`src/rtl/dma_chan_pkg.sv`:
```
package dma_chan_pkg;

    localparam int ADDR_W     = 16;
    localparam int LEN_W      = 13;
    localparam int DESC_BYTES = 8;
    localparam int BIDX_W     = $clog2(DESC_BYTES);
    localparam int TRIG_W     = 5;
    localparam int TRIG_PREV  = 1;
    localparam int TRIG_HW_BASE = 2;

    typedef enum logic [2:0] {
        ST_IDLE,
        ST_DESC,
        ST_WAIT,
        ST_RD,
        ST_WR,
        ST_DONE
    } chan_st_e;

    typedef enum logic [1:0] {
        TM_ONE    = 2'b00,
        TM_BURST  = 2'b01,
        TM_ONE_R  = 2'b10,
        TM_BURST_R = 2'b11
    } tmode_e;

    typedef enum logic [1:0] {
        STP_ZERO = 2'b00,
        STP_ONE  = 2'b01,
        STP_TWO  = 2'b10,
        STP_BACK = 2'b11
    } step_e;

    typedef struct packed {
        logic [ADDR_W-1:0] src;
        logic [ADDR_W-1:0] dst;
        logic [2:0]        lmode;
        logic [LEN_W-1:0]  len;
        logic              wide;
        tmode_e            tmode;
        logic [TRIG_W-1:0] trig;
        step_e             sstep;
        step_e             dstep;
        logic              irq_en;
    } desc_t;

    // Bits 63..56 hold the first descriptor byte; bits 2..0 are unused.
    function automatic desc_t unpack_desc(input logic [63:3] r);
        desc_t d;
        d.src    = r[63:48];
        d.dst    = r[47:32];
        d.lmode  = r[31:29];
        d.len    = r[28:16];
        d.wide   = r[15];
        d.tmode  = tmode_e'(r[14:13]);
        d.trig   = r[12:8];
        d.sstep  = step_e'(r[7:6]);
        d.dstep  = step_e'(r[5:4]);
        d.irq_en = r[3];
        return d;
    endfunction

    function automatic logic lmode_fixed(input logic [2:0] m);
        return (m == 3'b000) || (m == 3'b111);
    endfunction

    function automatic logic lmode_reserved(input logic [2:0] m);
        return (m == 3'b101) || (m == 3'b110);
    endfunction

    function automatic logic [1:0] lmode_extra(input logic [2:0] m);
        case (m)
            3'b001:  return 2'd1;
            3'b011:  return 2'd2;
            3'b100:  return 2'd3;
            default: return 2'd0;
        endcase
    endfunction

    function automatic logic is_burst(input tmode_e t);
        return (t == TM_BURST) || (t == TM_BURST_R);
    endfunction

    function automatic logic is_repeat(input tmode_e t);
        return (t == TM_ONE_R) || (t == TM_BURST_R);
    endfunction

    function automatic logic [ADDR_W-1:0] step_delta(input step_e s, input logic wide);
        logic [ADDR_W-1:0] unit;
        unit = wide ? ADDR_W'(2) : ADDR_W'(1);
        case (s)
            STP_ZERO: return '0;
            STP_ONE:  return unit;
            STP_TWO:  return unit << 1;
            default:  return ADDR_W'(0) - unit;
        endcase
    endfunction

endpackage

```
`src/rtl/dma_len_calc.sv`:
```
module dma_len_calc
    import dma_chan_pkg::*;
(
    input  logic [2:0]        lmode,
    input  logic [LEN_W-1:0]  len_max,
    input  logic              wide,
    input  logic [LEN_W-9:0]  hi_bits,
    input  logic [7:0]        lo_byte,
    output logic [LEN_W-1:0]  total
);

    logic [LEN_W-1:0] n_val;
    logic [LEN_W:0]   sum;

    always_comb begin
        n_val = wide ? {hi_bits, lo_byte} : {{(LEN_W-8){1'b0}}, lo_byte};
        sum   = {1'b0, n_val} + (LEN_W+1)'(lmode_extra(lmode));
        if (lmode_fixed(lmode)) begin
            total = len_max;
        end else if (sum > {1'b0, len_max}) begin
            total = len_max;
        end else begin
            total = sum[LEN_W-1:0];
        end
    end

endmodule

```
`src/rtl/dma_trig_sel.sv`:
```
module dma_trig_sel
    import dma_chan_pkg::*;
#(
    parameter int NUM_HW_TRIG = 29
) (
    input  logic                   clk,
    input  logic                   rst,
    input  logic                   armed,
    input  logic [TRIG_W-1:0]      sel,
    input  logic                   sw_req,
    input  logic                   prev_done,
    input  logic [NUM_HW_TRIG-1:0] hw_trig,
    input  logic                   consume,
    output logic                   pending
);

    logic hit_hw;
    logic hit;

    always_comb begin
        hit_hw = 1'b0;
        for (int k = 0; k < NUM_HW_TRIG; k++) begin
            if (sel == TRIG_W'(k + TRIG_HW_BASE)) begin
                hit_hw = hw_trig[k];
            end
        end
        hit = sw_req | ((sel == TRIG_W'(TRIG_PREV)) & prev_done) | hit_hw;
    end

    always_ff @(posedge clk) begin
        if (rst) begin
            pending <= 1'b0;
        end else if (!armed) begin
            pending <= 1'b0;
        end else begin
            pending <= (pending & ~consume) | hit;
        end
    end


    pend_clear_chk: assert property (@(posedge clk) disable iff (rst)
        !armed |=> !pending);

endmodule

```
`src/rtl/dma_addr_gen.sv`:
```
module dma_addr_gen
    import dma_chan_pkg::*;
(
    input  logic              clk,
    input  logic              rst,
    input  logic              load,
    input  logic [ADDR_W-1:0] src_init,
    input  logic [ADDR_W-1:0] dst_init,
    input  logic              adv,
    input  logic [ADDR_W-1:0] delta_s,
    input  logic [ADDR_W-1:0] delta_d,
    output logic [ADDR_W-1:0] src,
    output logic [ADDR_W-1:0] dst
);

    always_ff @(posedge clk) begin
        if (rst) begin
            src <= '0;
            dst <= '0;
        end else if (load) begin
            src <= src_init;
            dst <= dst_init;
        end else if (adv) begin
            src <= src + delta_s;
            dst <= dst + delta_d;
        end
    end


    src_zero_step_chk: assert property (@(posedge clk) disable iff (rst)
        (adv && !load && delta_s == '0) |=> $stable(src));


    dst_zero_step_chk: assert property (@(posedge clk) disable iff (rst)
        (adv && !load && delta_d == '0) |=> $stable(dst));

endmodule

```
`src/rtl/dma_chan_engine.sv`:
```
module dma_chan_engine
    import dma_chan_pkg::*;
#(
    parameter int NUM_HW_TRIG = 29
) (
    input  logic                   clk,
    input  logic                   rst,
    input  logic                   arm,
    input  logic [ADDR_W-1:0]      cfg_addr,
    input  logic                   sw_req,
    input  logic                   prev_done,
    input  logic [NUM_HW_TRIG-1:0] hw_trig,
    output logic                   mem_req,
    output logic                   mem_we,
    output logic [ADDR_W-1:0]      mem_addr,
    output logic [7:0]             mem_wdata,
    input  logic [7:0]             mem_rdata,
    input  logic                   mem_ready,
    output logic                   armed,
    output logic                   done,
    output logic                   irq
);

    localparam int RAW_W = (DESC_BYTES - 1) * 8;

    chan_st_e          st;
    logic [BIDX_W-1:0] bidx;
    logic [RAW_W-1:0]  raw;
    desc_t             desc;
    desc_t             desc_next;
    logic [ADDR_W-1:0] base_q;
    logic [7:0]        hi_q;
    logic [7:0]        lo_q;
    logic              phase;
    logic              first;
    logic              fault;
    logic [LEN_W-1:0]  remain;

    logic              hs;
    logic              last_byte;
    logic              pend;
    logic              consume;
    logic              desc_last;
    logic              item_adv;
    logic [LEN_W-1:0]  var_total;
    logic [ADDR_W-1:0] src_cur;
    logic [ADDR_W-1:0] dst_cur;
    logic [ADDR_W-1:0] byte_off;

    // ---------------- handshake and decode ----------------
    always_comb begin
        mem_req   = (st == ST_DESC) || (st == ST_RD) || (st == ST_WR);
        mem_we    = (st == ST_WR);
        hs        = mem_req && mem_ready;
        last_byte = !desc.wide || phase;
        byte_off  = ADDR_W'(desc.wide & phase);
        desc_last = (st == ST_DESC) && hs && (bidx == BIDX_W'(DESC_BYTES - 1));
        desc_next = unpack_desc({raw, mem_rdata[7:3]});
        item_adv  = (st == ST_WR) && hs && last_byte;
        consume   = (st == ST_WAIT) && pend;
        armed     = (st != ST_IDLE);
        done      = (st == ST_DONE);
        irq       = done && desc.irq_en;
    end

    always_comb begin
        case (st)
            ST_DESC: mem_addr = base_q + ADDR_W'(bidx);
            ST_RD:   mem_addr = src_cur + byte_off;
            ST_WR:   mem_addr = dst_cur + byte_off;
            default: mem_addr = '0;
        endcase
        mem_wdata = (desc.wide && !phase) ? hi_q : lo_q;
    end

    // ---------------- sub-blocks ----------------
    dma_trig_sel #(
        .NUM_HW_TRIG (NUM_HW_TRIG)
    ) u_trig (
        .clk       (clk),
        .rst       (rst),
        .armed     (armed),
        .sel       (desc.trig),
        .sw_req    (sw_req),
        .prev_done (prev_done),
        .hw_trig   (hw_trig),
        .consume   (consume),
        .pending   (pend)
    );

    dma_len_calc u_len (
        .lmode   (desc.lmode),
        .len_max (desc.len),
        .wide    (desc.wide),
        .hi_bits (hi_q[LEN_W-9:0]),
        .lo_byte (mem_rdata),
        .total   (var_total)
    );

    dma_addr_gen u_addr (
        .clk      (clk),
        .rst      (rst),
        .load     (desc_last),
        .src_init (desc_next.src),
        .dst_init (desc_next.dst),
        .adv      (item_adv),
        .delta_s  (step_delta(desc.sstep, desc.wide)),
        .delta_d  (step_delta(desc.dstep, desc.wide)),
        .src      (src_cur),
        .dst      (dst_cur)
    );

    // ---------------- channel sequencer ----------------
    always_ff @(posedge clk) begin
        if (rst) begin
            st     <= ST_IDLE;
            bidx   <= '0;
            raw    <= '0;
            desc   <= '0;
            base_q <= '0;
            hi_q   <= '0;
            lo_q   <= '0;
            phase  <= 1'b0;
            first  <= 1'b0;
            fault  <= 1'b0;
            remain <= '0;
        end else begin
            case (st)
                ST_IDLE: begin
                    if (arm) begin
                        base_q <= cfg_addr;
                        bidx   <= '0;
                        st     <= ST_DESC;
                    end
                end
                ST_DESC: begin
                    if (hs) begin
                        raw  <= {raw[RAW_W-9:0], mem_rdata};
                        bidx <= bidx + 1'b1;
                        if (desc_last) begin
                            desc   <= desc_next;
                            remain <= desc_next.len;
                            first  <= 1'b1;
                            phase  <= 1'b0;
                            if (lmode_reserved(desc_next.lmode) || desc_next.len == '0) begin
                                fault <= 1'b1;
                                st    <= ST_DONE;
                            end else begin
                                st <= ST_WAIT;
                            end
                        end
                    end
                end
                ST_WAIT: begin
                    if (pend) begin
                        phase <= 1'b0;
                        st    <= ST_RD;
                    end
                end
                ST_RD: begin
                    if (hs) begin
                        if (!last_byte) begin
                            hi_q  <= mem_rdata;
                            phase <= 1'b1;
                        end else begin
                            lo_q  <= mem_rdata;
                            phase <= 1'b0;
                            first <= 1'b0;
                            if (first && !lmode_fixed(desc.lmode)) begin
                                if (var_total == '0) begin
                                    fault <= 1'b1;
                                    st    <= ST_DONE;
                                end else begin
                                    remain <= var_total;
                                    st     <= ST_WR;
                                end
                            end else begin
                                st <= ST_WR;
                            end
                        end
                    end
                end
                ST_WR: begin
                    if (hs) begin
                        if (!last_byte) begin
                            phase <= 1'b1;
                        end else begin
                            phase  <= 1'b0;
                            remain <= remain - 1'b1;
                            if (remain == LEN_W'(1)) begin
                                st <= ST_DONE;
                            end else if (is_burst(desc.tmode)) begin
                                st <= ST_RD;
                            end else begin
                                st <= ST_WAIT;
                            end
                        end
                    end
                end
                ST_DONE: begin
                    fault <= 1'b0;
                    if (is_repeat(desc.tmode) && !fault) begin
                        bidx <= '0;
                        st   <= ST_DESC;
                    end else begin
                        st <= ST_IDLE;
                    end
                end
                default: st <= ST_IDLE;
            endcase
        end
    end

    // ---------------- assertions ----------------

    done_pulse_chk: assert property (@(posedge clk) disable iff (rst)
        done |=> !done);


    disarm_after_done_chk: assert property (@(posedge clk) disable iff (rst)
        (done && !is_repeat(desc.tmode)) |=> !armed);


    req_hold_chk: assert property (@(posedge clk) disable iff (rst)
        (mem_req && !mem_ready) |=> (mem_req && $stable(mem_addr) && $stable(mem_we)
                                     && $stable(mem_wdata)));


    count_ceiling_chk: assert property (@(posedge clk) disable iff (rst)
        (st == ST_WR) |-> (remain != '0 && remain <= desc.len));


    no_move_unarmed_chk: assert property (@(posedge clk) disable iff (rst)
        !armed |-> !mem_req);

endmodule

```
`config.mk`:
```
export PLATFORM = sky130hd
export DESIGN_NAME = dma_chan_engine
export DESIGN_NICKNAME = d
export VERILOG_FILES = /design/src/rtl/dma_chan_pkg.sv /design/src/rtl/dma_len_calc.sv /design/src/rtl/dma_trig_sel.sv /design/src/rtl/dma_addr_gen.sv /design/src/rtl/dma_chan_engine.sv
export SDC_FILE = /design/constraint.sdc
export NUM_CORES = 1
export LEC_CHECK = 0
export ABC_AREA = 1
export ABC_CLOCK_PERIOD_IN_PS = 3800
export BUFFER_PORTS_ARGS = -buffer_cell sky130_fd_sc_hd__buf_2
export CAP_MARGIN = 25
export CORE_UTILIZATION = 30
export DETAILED_ROUTE_END_ITERATION = 8
export PLACE_DENSITY = 0.59
export SYNTH_ARGS = -nofsm -noshare
export SYNTH_HDL_FRONTEND = slang
export SYNTH_SLANG_ARGS = --single-unit
```
`constraint.sdc`:
```
create_clock -name clk -period 3.8 [get_ports clk]
set_input_delay 0.38 -clock clk [delete_from_list [all_inputs] [get_ports clk]]
set_output_delay 0.38 -clock clk [all_outputs]
set_load 0.005 [all_outputs]
```
# [Word-level counts from Yosys, hierarchy flattened]
# Cells that the tools add are included.
[word_totals] ff_bits=172 output_inout_bits=29 inputBits=59
[op_classes] n_mux=89 reduce_logical=48 bitwise_logic=9 add_sub_neg=9 eq_ne=64 n_lt_le_gt_ge=1
[ops] operator="$pmux 16 s3" n=3
[ops] operator="$mux 13" n=11
[ops] operator="$eq 5x5->1 const B" n=15
[ops] operator="$mux 16" n=4
[ops] operator="$mux 1" n=48
[ops] operator="$mux 3" n=14
[ops] operator="$eq 5x4->1 const B" n=8
[ops] operator="$pmux 13 s3" n=1
[ops] operator="$add 16x1->16" n=2
[ops] operator="$add 16x16->16" n=2
[ops] operator="$logic_not 13->1" n=2
[ops] operator="$eq 3x3->1 const B" n=7
[ops] operator="$eq 5x3->1 const B" n=4
[ops] operator="$pmux 3 s6" n=1
[ops] operator="$add 16x3->16" n=1
[ops] operator="$ne 2x1->1 const B" n=8
[ops] operator="$reduce_and 8->1" n=2
[ops] operator="$reduce_bool 3->1" n=5
[ops] operator="$add 13x2->14" n=1
[ops] operator="$gt 14x13->1" n=1
[ops] operator="$eq 13x1->1 const B" n=1
[ops] operator="$sub 13x1->13 const B" n=1
[ops] operator="$ne 2x2->1 const B" n=6
[ops] operator="$eq 5x2->1 const B" n=2
[ops] operator="28 further kinds" n=70

# [Logic depth before layout (Yosys ltp)]
# Gate-level depths: netlist (run 1).
[depth] depth_word=32 mapped_depth=33 depth_no_buf=31

# [Modules after synthesis]
# A second synthesis (run 1) with hierarchy kept.
[hier_totals] hier_cells=1886 hier_area_um2=11861.4
[by_module_without_submodules] module="dma_chan_engine" area_each_um2=7249.5 n_inst=1 cells_per_inst=1100
[by_module_without_submodules] module="dma_addr_gen" area_each_um2=3060.4 n_inst=1 cells_per_inst=506
[by_module_without_submodules] module="dma_len_calc" area_each_um2=1054.8 n_inst=1 cells_per_inst=184
[by_module_without_submodules] module="dma_trig_sel" area_each_um2=496.7 n_inst=1 cells_per_inst=96

# [Worst setup path before layout (run 1)]
# OpenSTA, ideal clock, no wires.
[synth_timing] kind="register -> register" from="register desc[26] (netlist bit)" to="register remain[9]" arrival_ps=3950 setup_slack_ps=-263 path_buffers=2 period_less_slack_ps=4063 stages_incl_launch_ff=33 path_cell_list="dfxtp_1 > nor2_1 > nand2_1 > nand2_1 > ha_1 > inv_1 > fa_1 > nor3_4 > nand4_1 > nor2_1 > nand4_1 > nor3_2 > xnor2_1 > ha_1 > inv_1 > a21oi_2 > nand2_2 > nor3_1 > nand2_1 > nand2_2 > nand2_4 > nand2_4 > buf_6 > nand2_1 > o21ai_1 > nand2_1 > nor2_1 > nand2_1 > nor2_4 > a21oi_4 > buf_4 > nor2_1 > nor2_1"
[synth_between] elab_chain_len=11 elab_cells_between_ends=22 cone_classes="add/sub: 1; order compare: 1; eq/ne: 6; mux: 8; reduce/logical: 6"
[synth_lines] element="from (decl)" line_no="dma_chan_engine.sv:29" text="desc_t desc;"
[synth_lines] element="from (signal assigned)" line_no="dma_chan_engine.sv:141" text="desc <= desc_next;"
[synth_lines] element="$eq 3x3->1 (tied with other cells)" line_no="dma_chan_pkg.sv:72" text="case (m)"
[synth_lines] element="$pmux 2 s3" line_no="dma_chan_pkg.sv:72"
[synth_lines] element="$add 13x2->14" line_no="dma_len_calc.sv:17" text="sum = {1'b0, n_val} + (LEN_W+1)'(lmode_extra(lmode));"
[synth_lines] element="$gt 14x13->1" line_no="dma_len_calc.sv:20" text="end else if (sum > {1'b0, len_max}) begin"
[synth_lines] element="$mux 13" line_no="dma_len_calc.sv:20"
[synth_lines] element="$mux 13" line_no="dma_len_calc.sv:18" text="if (lmode_fixed(lmode)) begin"
[synth_lines] element="$mux 13" line_no="dma_chan_engine.sv:170" text="if (var_total == '0) begin"
[synth_lines] element="$mux 13" line_no="dma_chan_engine.sv:169" text="if (first && !lmode_fixed(desc.lmode)) begin"
[synth_lines] element="$mux 13" line_no="dma_chan_engine.sv:162" text="if (!last_byte) begin"
[synth_lines] element="$mux 13" line_no="dma_chan_engine.sv:161" text="if (hs) begin"
[synth_lines] element="$pmux 13 s3" line_no="dma_chan_engine.sv:128" text="case (st)"
[synth_lines] element="to (signal assigned)" line_no="dma_chan_engine.sv:142" text="remain <= desc_next.len;"
[synth_lines] element="to (signal assigned)" line_no="dma_chan_engine.sv:174" text="remain <= var_total;"
[synth_lines] element="to (signal assigned)" line_no="dma_chan_engine.sv:189" text="remain <= remain - 1'b1;"
[synth_lines] element="to (decl)" line_no="dma_chan_engine.sv:37" text="logic [LEN_W-1:0] remain;"
# Several ways; a longest one is shown, not always the timed one. The select of a mux whose other input is x is not followed.
# A chain may end at the register's enable or synchronous reset.

# [Worst setup path after layout (run 1)]
[layout_timing] from="register desc[26] (netlist bit)" to="register remain[2]"
# Same word-level chain as after synthesis.

==> impl_metrics.py, run 1 <==
metrics = {
    "run_status": {
        "status": "finished, violations left",
        "violations": "setup timing",
    },
    "timing": {
        "timing.fmax_mhz": 233,
        "grt_setup_unrepaired": "true",
        "holdWs_ns": 0.208,
        "tightest_slew_ns": 0.939,
        "setup_ws_ns": -0.494,
        "slew_headroom_pct": 37.4,
        "layout_min_cycle_time_ns": 4.29,
        "finClkSkew_ns": 0.00859,
        "hold_violations": 0,
        "fin_crit_sh_pct": 113,
        "drv_slew": 0,
        "finalSetupViolations": 15,
    },
    "route": {
        "wl_per_cell_um": 15.2,
        "dr.pass1.iters": 5,
        "vias": 10900,
        "routed_wl_mm": 33.4,
        "ant_nets": 0,
        "vias_per_cell": 4.97,
        "dr.first_iter.drc_count": 747,
        "drc": 0,
    },
    "final_layout": {
        "diodes": 0,
        "n_fill_cell": 3620,
        "final_common_cell": "nand2_1",
        "most-common-layout-cells": "299 x nand2_1, 185 x inv_1, 180 x nor2_1",
        "num-nets-final": 1845,
        "multi_input_area_um2": 6320,
        "area_growth_pct": 23.2,
        "ff_latch_area_um2": 3450,
        "drive_gt1_share_pct": 17.9,
    },
    "setup_path": {
        "timing.rr.end": "remain[2]",
        "cp_slowest_cell": "dfxtp_4",
        "r2r_cells": 31,
        "required_ns": 4.18,
        "critical_path_class": "flop to flop",
        "crit_path_max_fanout": 7,
        "crit_family": "simple AND/OR/NAND/NOR gates",
        "cpMostUsedCell": "buf_4",
        "slowest_delay_ns": 0.36,
        "crit_path_start_kind": "flop",
        "worst_setup_path_end_kind": "flop",
        "critPathBufInv": 11,
        "cp.depth": 31,
        "rr_startpoint": "desc[26]",
        "reg2reg_slack_ns": -0.49,
        "crit_arrival_ns": 4.67,
    },
    "logic_synthesis": {
        "avgSynthCellArea_um2": 6.63,
        "synthAdderAreaFrac_pct": 7.20,
        "async_reset_ff_share_pct": 0,
        "synth_compound_area_share_pct": 22.1,
        "synth_edf_count": 0,
        "yosysWarnings": 0,
        "syn_inst": 1583,
        "synthFlopType": "dfxtp_1",
        "synth_mux_area_share_pct": 0,
        "netlist_area_um2": 10500,
        "ys_types": 56,
        "synth_seq_area_share_pct": 32.8,
        "synth_top_family_by_area": "simple AND/OR/NAND/NOR gates",
        "postSynthNetCount": 1700,
        "synth-simple-area-share_pct": 25.8,
        "yosys.area_share.xor_xnor_pct": 2.34,
        "ys_ff_latch": 172,
    },
    "clocking": {
        "cts_tree": "built",
        "clk_latency_ns": 0.44,
        "path_clk_slew_ns": 0.07,
        "cts_root_buf": "clkbuf_16",
        "h-tree-depth": 4,
        "clock_path_buffers": 2,
        "cts.sinks": 172,
        "cts_buffers": 17,
        "cts_hold_buf": 0,
    },
    "die": {
        "initial_core_util_pct": 30.5,
        "num_io_pins": 88,
        "rows": 68,
        "fp.dieW_um": 189,
        "core_um2": 34500,
        "die_y_um": 189,
        "die-area_um2": 35800,
    },
    "hold_path": {
        "hold_start": "cfg_addr[15]",
        "hold_path_end": "base_q[15]",
        "holdPathStages": 3,
        "hold_path.class": "input pin to flop",
    },
    "placement": {
        "dp_worst_setup_slack_ns": -0.722,
        "portBuffers": 87,
        "dp_hpwl_mm": 24.1,
        "gp_routability_congestion": 0.865,
    },
    "power": {
        "powerDensity_nw_per_um2": 471,
        "leakage_nw": 5.69,
        "ir_worst_vdd_mv": 0.343,
    },
    "global_route": {
        "grt_pass1_wl_mm": 54.1,
        "grt_overflow_total": 0,
        "antenna_found_initial": 0,
        "grt_pass1_vias": 10500,
        "grtUsageTotal_pct": 18.9,
        "grt_max_degree": 64,
    },
    "run": {
        "max_cap_violations": 0,
    },
}
-- metal layers --
metal  track usage [%]  vias up  routed length, µm
li1                  -     5552                  -
met1              25.2     5086              15700
met2              31.3      220              15500
met3              2.47       45               1360
met4              6.20        0                808
met5                 0        -                  0
-- state kept, by name, indices dropped and copies added, names as in the netlist --
register and count:
raw 56, phase 1, u_addr.dst 16, st 3
desc 29, bidx 3, first 1, u_trig.pending 1
hi_q 8, u_addr.src 16, remain 13, fault 1
base_q 16, lo_q 8
-- how the worst max path moves through the flow --
stage | start | to | slack [ns]
after global routing | desc[26] | remain[1] | -0.82
final | desc[26] | remain[2] | -0.49
after floorplan | desc[26] | remain[10] | -0.11
after detailed placement | desc[27] | remain[3] | -0.72
after CTS | desc[26] | remain[2] | -0.45
after global placement | desc[26] | remain[2] | -0.52
-- synth_stat cells (all sizes together) (6+ instances only) --
cell	number	area, µm²
nor3	22	131
xor2	18	158
nand3	70	390
inv	195	732
a21oi	155	791
a31oi	24	150
o21ai	190	951
dfxtp	172	3440
nand4	16	100
nor2	198	773
buf	15	93.8
clkinv	6	22.5
ha	54	676
nand2	316	1220
xnor2	10	87.6
nor4	7	43.8
a211oi	6	45.0
o22ai	8	50.1
clkbuf	49	184
-- through the flow --
stage | setup TNS, ns | total power, mW | area [µm²] | instances | utilization [%]
after global routing | -11.83 | 6.49 | 12900 | 2195 | 37.6
after floorplan | -1.39 | 3.58 | 10500 | 1583 | -
final | -6.85 | 6.10 | 12900 | 2195 | 37.6
after global placement | -6.57 | 4.12 | 11800 | 2133 | 34.2
after CTS | -6.52 | 6.04 | 12700 | 2188 | 36.8
after detailed placement | -9.33 | 4.14 | 11800 | 2133 | 34.2
-- layout make-up --
cell class                 count  area share, %
clock buffer                  22           3.74
clock inverter                 9          0.860
inverter                     201           5.89
multi-input combinational   1150           48.8
sequential                   172           26.7
tap                          455           4.40
timing repair buffer         186           9.60
-- cells by family (layout without fill, tap and decap cells) --
kind of cell / after synthesis / count (layout)
AOI/OAI and AO/OA: 423 / 424
adders and majority gates: 58 / 58
buffers and inverters: 265 / 418
and+or+nand+nor: 637 / 640
DFF: 172 / 172
xor gates and xnor gates: 28 / 28
-- where the power goes --
part	internal, mW	leakage [nW]	switching (mW)
Sequential	2.09	1.40	0.270
Combinational	0.704	4.00	1.23
Clock	1.04	0.289	0.771
-- repair_timing --
action,CTS,global route
resized for setup,19,62
hold endpoints to repair,0,0
gates cloned,4,1
pin swaps,7,12
buffers inserted,20,5
endpoints found under the setup margin,26,32
-- worst min-delay path, stage by stage --
cell and delay [ns]:
buf_2 0.09, nand3_1 0.07, a21oi_1 0.06
Note: power is estimated with default switching activity, not from simulation.
==> run 2, diff against run 1 <==
CELL_PAD_IN_SITES_DETAIL_PLACEMENT = 0   (was not set)
CELL_PAD_IN_SITES_GLOBAL_PLACEMENT = 1   (was not set)
CORE_UTILIZATION = 35   (was 30)
PLACE_DENSITY = 0.82   (was 0.59)
==> impl_metrics.py, run 2 (same netlist as run 1, synthesis figures left out) <==
metrics = {
    "global_route": {
        "grt_pass1_vias": 9982,
        "antenna_found_initial": 0,
        "grt_max_degree": 61,
        "grt_overflow_total": 0,
        "grtUsageTotal_pct": 20.9,
        "grt_pass1_wl_mm": 51.3,
    },
    "placement": {
        "placed_cell_area_um2": 11700,
        "gp_routability_congestion": 0.842,
        "dp_hpwl_mm": 23.3,
        "portBuffers": 87,
    },
    "setup_path": {
        "worst_setup_path_end_kind": "flop",
        "slowest_delay_ns": 0.35,
        "required_ns": 4.17,
        "crit_family": "simple AND/OR/NAND/NOR gates",
        "critical_path_class": "flop to flop",
        "crit_path_max_fanout": 7,
        "r2r_cells": 31,
        "crit_arrival_ns": 4.55,
        "crit_path_start_kind": "flop",
        "rr_startpoint": "desc[28]",
        "cp_slowest_cell": "fa_2",
        "timing.rr.end": "remain[2]",
        "reg2reg_slack_ns": -0.38,
        "critPathBufInv": 5,
        "cpMostUsedCell": "nand3_1",
    },
    "route": {
        "drc": 0,
        "vias_per_cell": 5.07,
        "routed_wl_mm": 32.0,
        "wl_per_cell_um": 15.1,
        "dr.first_iter.drc_count": 676,
        "dr.pass1.iters": 5,
        "ant_nets": 0,
        "vias": 10800,
    },
    "final_layout": {
        "regMostFlops": "raw",
        "n_fill_cell": 3092,
        "postLayoutCellArea_um2": 12800,
        "final_core_util_pct": 43.1,
        "area_growth_pct": 21.4,
        "final_common_cell": "nand2_1",
        "num-nets-final": 1838,
        "most-common-layout-cells": "299 x nand2_1, 185 x inv_1, 184 x nor2_1",
        "diodes": 0,
        "reg.largest.list": "raw (56), desc (29)",
        "largest_reg_flops": 56,
        "drive_gt1_share_pct": 17.1,
    },
    "power": {
        "ir_worst_vdd_mv": 0.315,
        "leakage_nw": 5.60,
        "powerDensity_nw_per_um2": 478,
    },
    "hold_path": {
        "hold_path.class": "input pin to flop",
        "hold_start": "cfg_addr[1]",
        "hold_path_end": "base_q[1]",
        "holdPathStages": 3,
    },
    "clocking": {
        "h-tree-depth": 4,
        "cts_root_buf": "clkbuf_16",
        "cts_tree": "built",
        "path_clk_slew_ns": 0.07,
        "clock_path_buffers": 2,
        "cts_buffers": 17,
        "cts.sinks": 172,
        "clk_latency_ns": 0.44,
        "cts_hold_buf": 0,
    },
    "die": {
        "num_io_pins": 88,
        "die-area_um2": 30700,
        "fp.dieW_um": 175,
        "initial_core_util_pct": 35.5,
        "core_um2": 29600,
        "die_y_um": 175,
        "rows": 63,
    },
    "timing": {
        "timing.fmax_mhz": 239,
        "grt_setup_unrepaired": "true",
        "layout_min_cycle_time_ns": 4.18,
        "tightest_slew_ns": 0.909,
        "slew_headroom_pct": 39.4,
        "hold_violations": 0,
        "setup_ws_ns": -0.384,
        "finalSetupViolations": 15,
        "fin_crit_sh_pct": 110,
        "finClkSkew_ns": 0.0102,
        "holdWs_ns": 0.216,
        "finalSetupTns_ns": -5.49,
        "drv_slew": 0,
    },
    "run": {
        "max_cap_violations": 0,
    },
    "run_status": {
        "violations": "setup timing",
        "status": "finished, violations left",
    },
}
run 2: changes by cell type in the layout (fill, tap and decap cells not counted), moves of 3 or more:
cell,change
nor2_1,+4
clkinvlp_4,-3
buf_4,-4
o21ai_2,-3
clkbuf_8,-4
nor2_4,-3
run 2: area by class of cell:
cell class | count | area, µm² | share of cell area [%]
inverter | 201 | 754 | 5.92
timing repair buffer | 181 | 1200 | 9.42
multi-input combinational | 1148 | 6240 | 49.0
tap | 390 | 488 | 3.83
clock inverter | 11 | 169 | 1.32
sequential | 172 | 3460 | 27.1
clock buffer | 20 | 437 | 3.42
run 2: repair_timing:
action | in CTS | in global routing
gates cloned | 2 | 0
pin swaps | 7 | 9
buffers inserted | 10 | 9
gates resized for setup | 20 | 48
setup endpoints to repair | 18 | 26
run 2: worst max path at each step:
| stage | from | endpoint | slack, ns | depth (start not counted) |
|---|---|---|---|---|
| after CTS | desc[26] | remain[2] | -0.40 | 32 |
| after global routing | desc[27] | remain[3] | -0.68 | 32 |
| after global placement | desc[26] | remain[3] | -0.54 | 30 |
| after floorplan | desc[26] | remain[10] | -0.11 | 32 |
| after detailed placement | desc[26] | remain[2] | -0.76 | 30 |
| final | desc[28] | remain[2] | -0.38 | 31 |
run 2: metal layers:
metal	vias to the layer above	track usage, %	share of wire (%)
met5	-	0	0
met4	0	6.01	1.9
met3	35	2.89	3.2
met2	184	33.9	46
met1	5019	28.7	49
li1	5520	-	-
run 2: power breakdown:
group,internal (mW),switching (mW),total (mW)
registers,2.09,0.270,2.36
clock network,1.10,0.760,1.86
logic,0.688,1.19,1.88
run 2: worst register-to-register path, delay by kind of cell, from the launching register on:
kind | cells | cell delay (ns)
AOI/OAI and AO/OA | 2 | 0.22
buffers and inverters | 5 | 0.48
and+or+nand+nor | 20 | 2.17
DFF | 1 | 0.34
adders and majority gates | 3 | 0.78
xor gates and xnor gates | 1 | 0.11
run 2: metrics by stage:
stage                     worst slack, ns  power [mW]  instances
after detailed placement           -0.763        4.12       2070
after global placement             -0.538        4.09       2070
after floorplan                    -0.113        3.58       1583
final                              -0.384        6.09       2123
after global routing               -0.682        6.49       2123
after CTS                          -0.397        6.03       2113
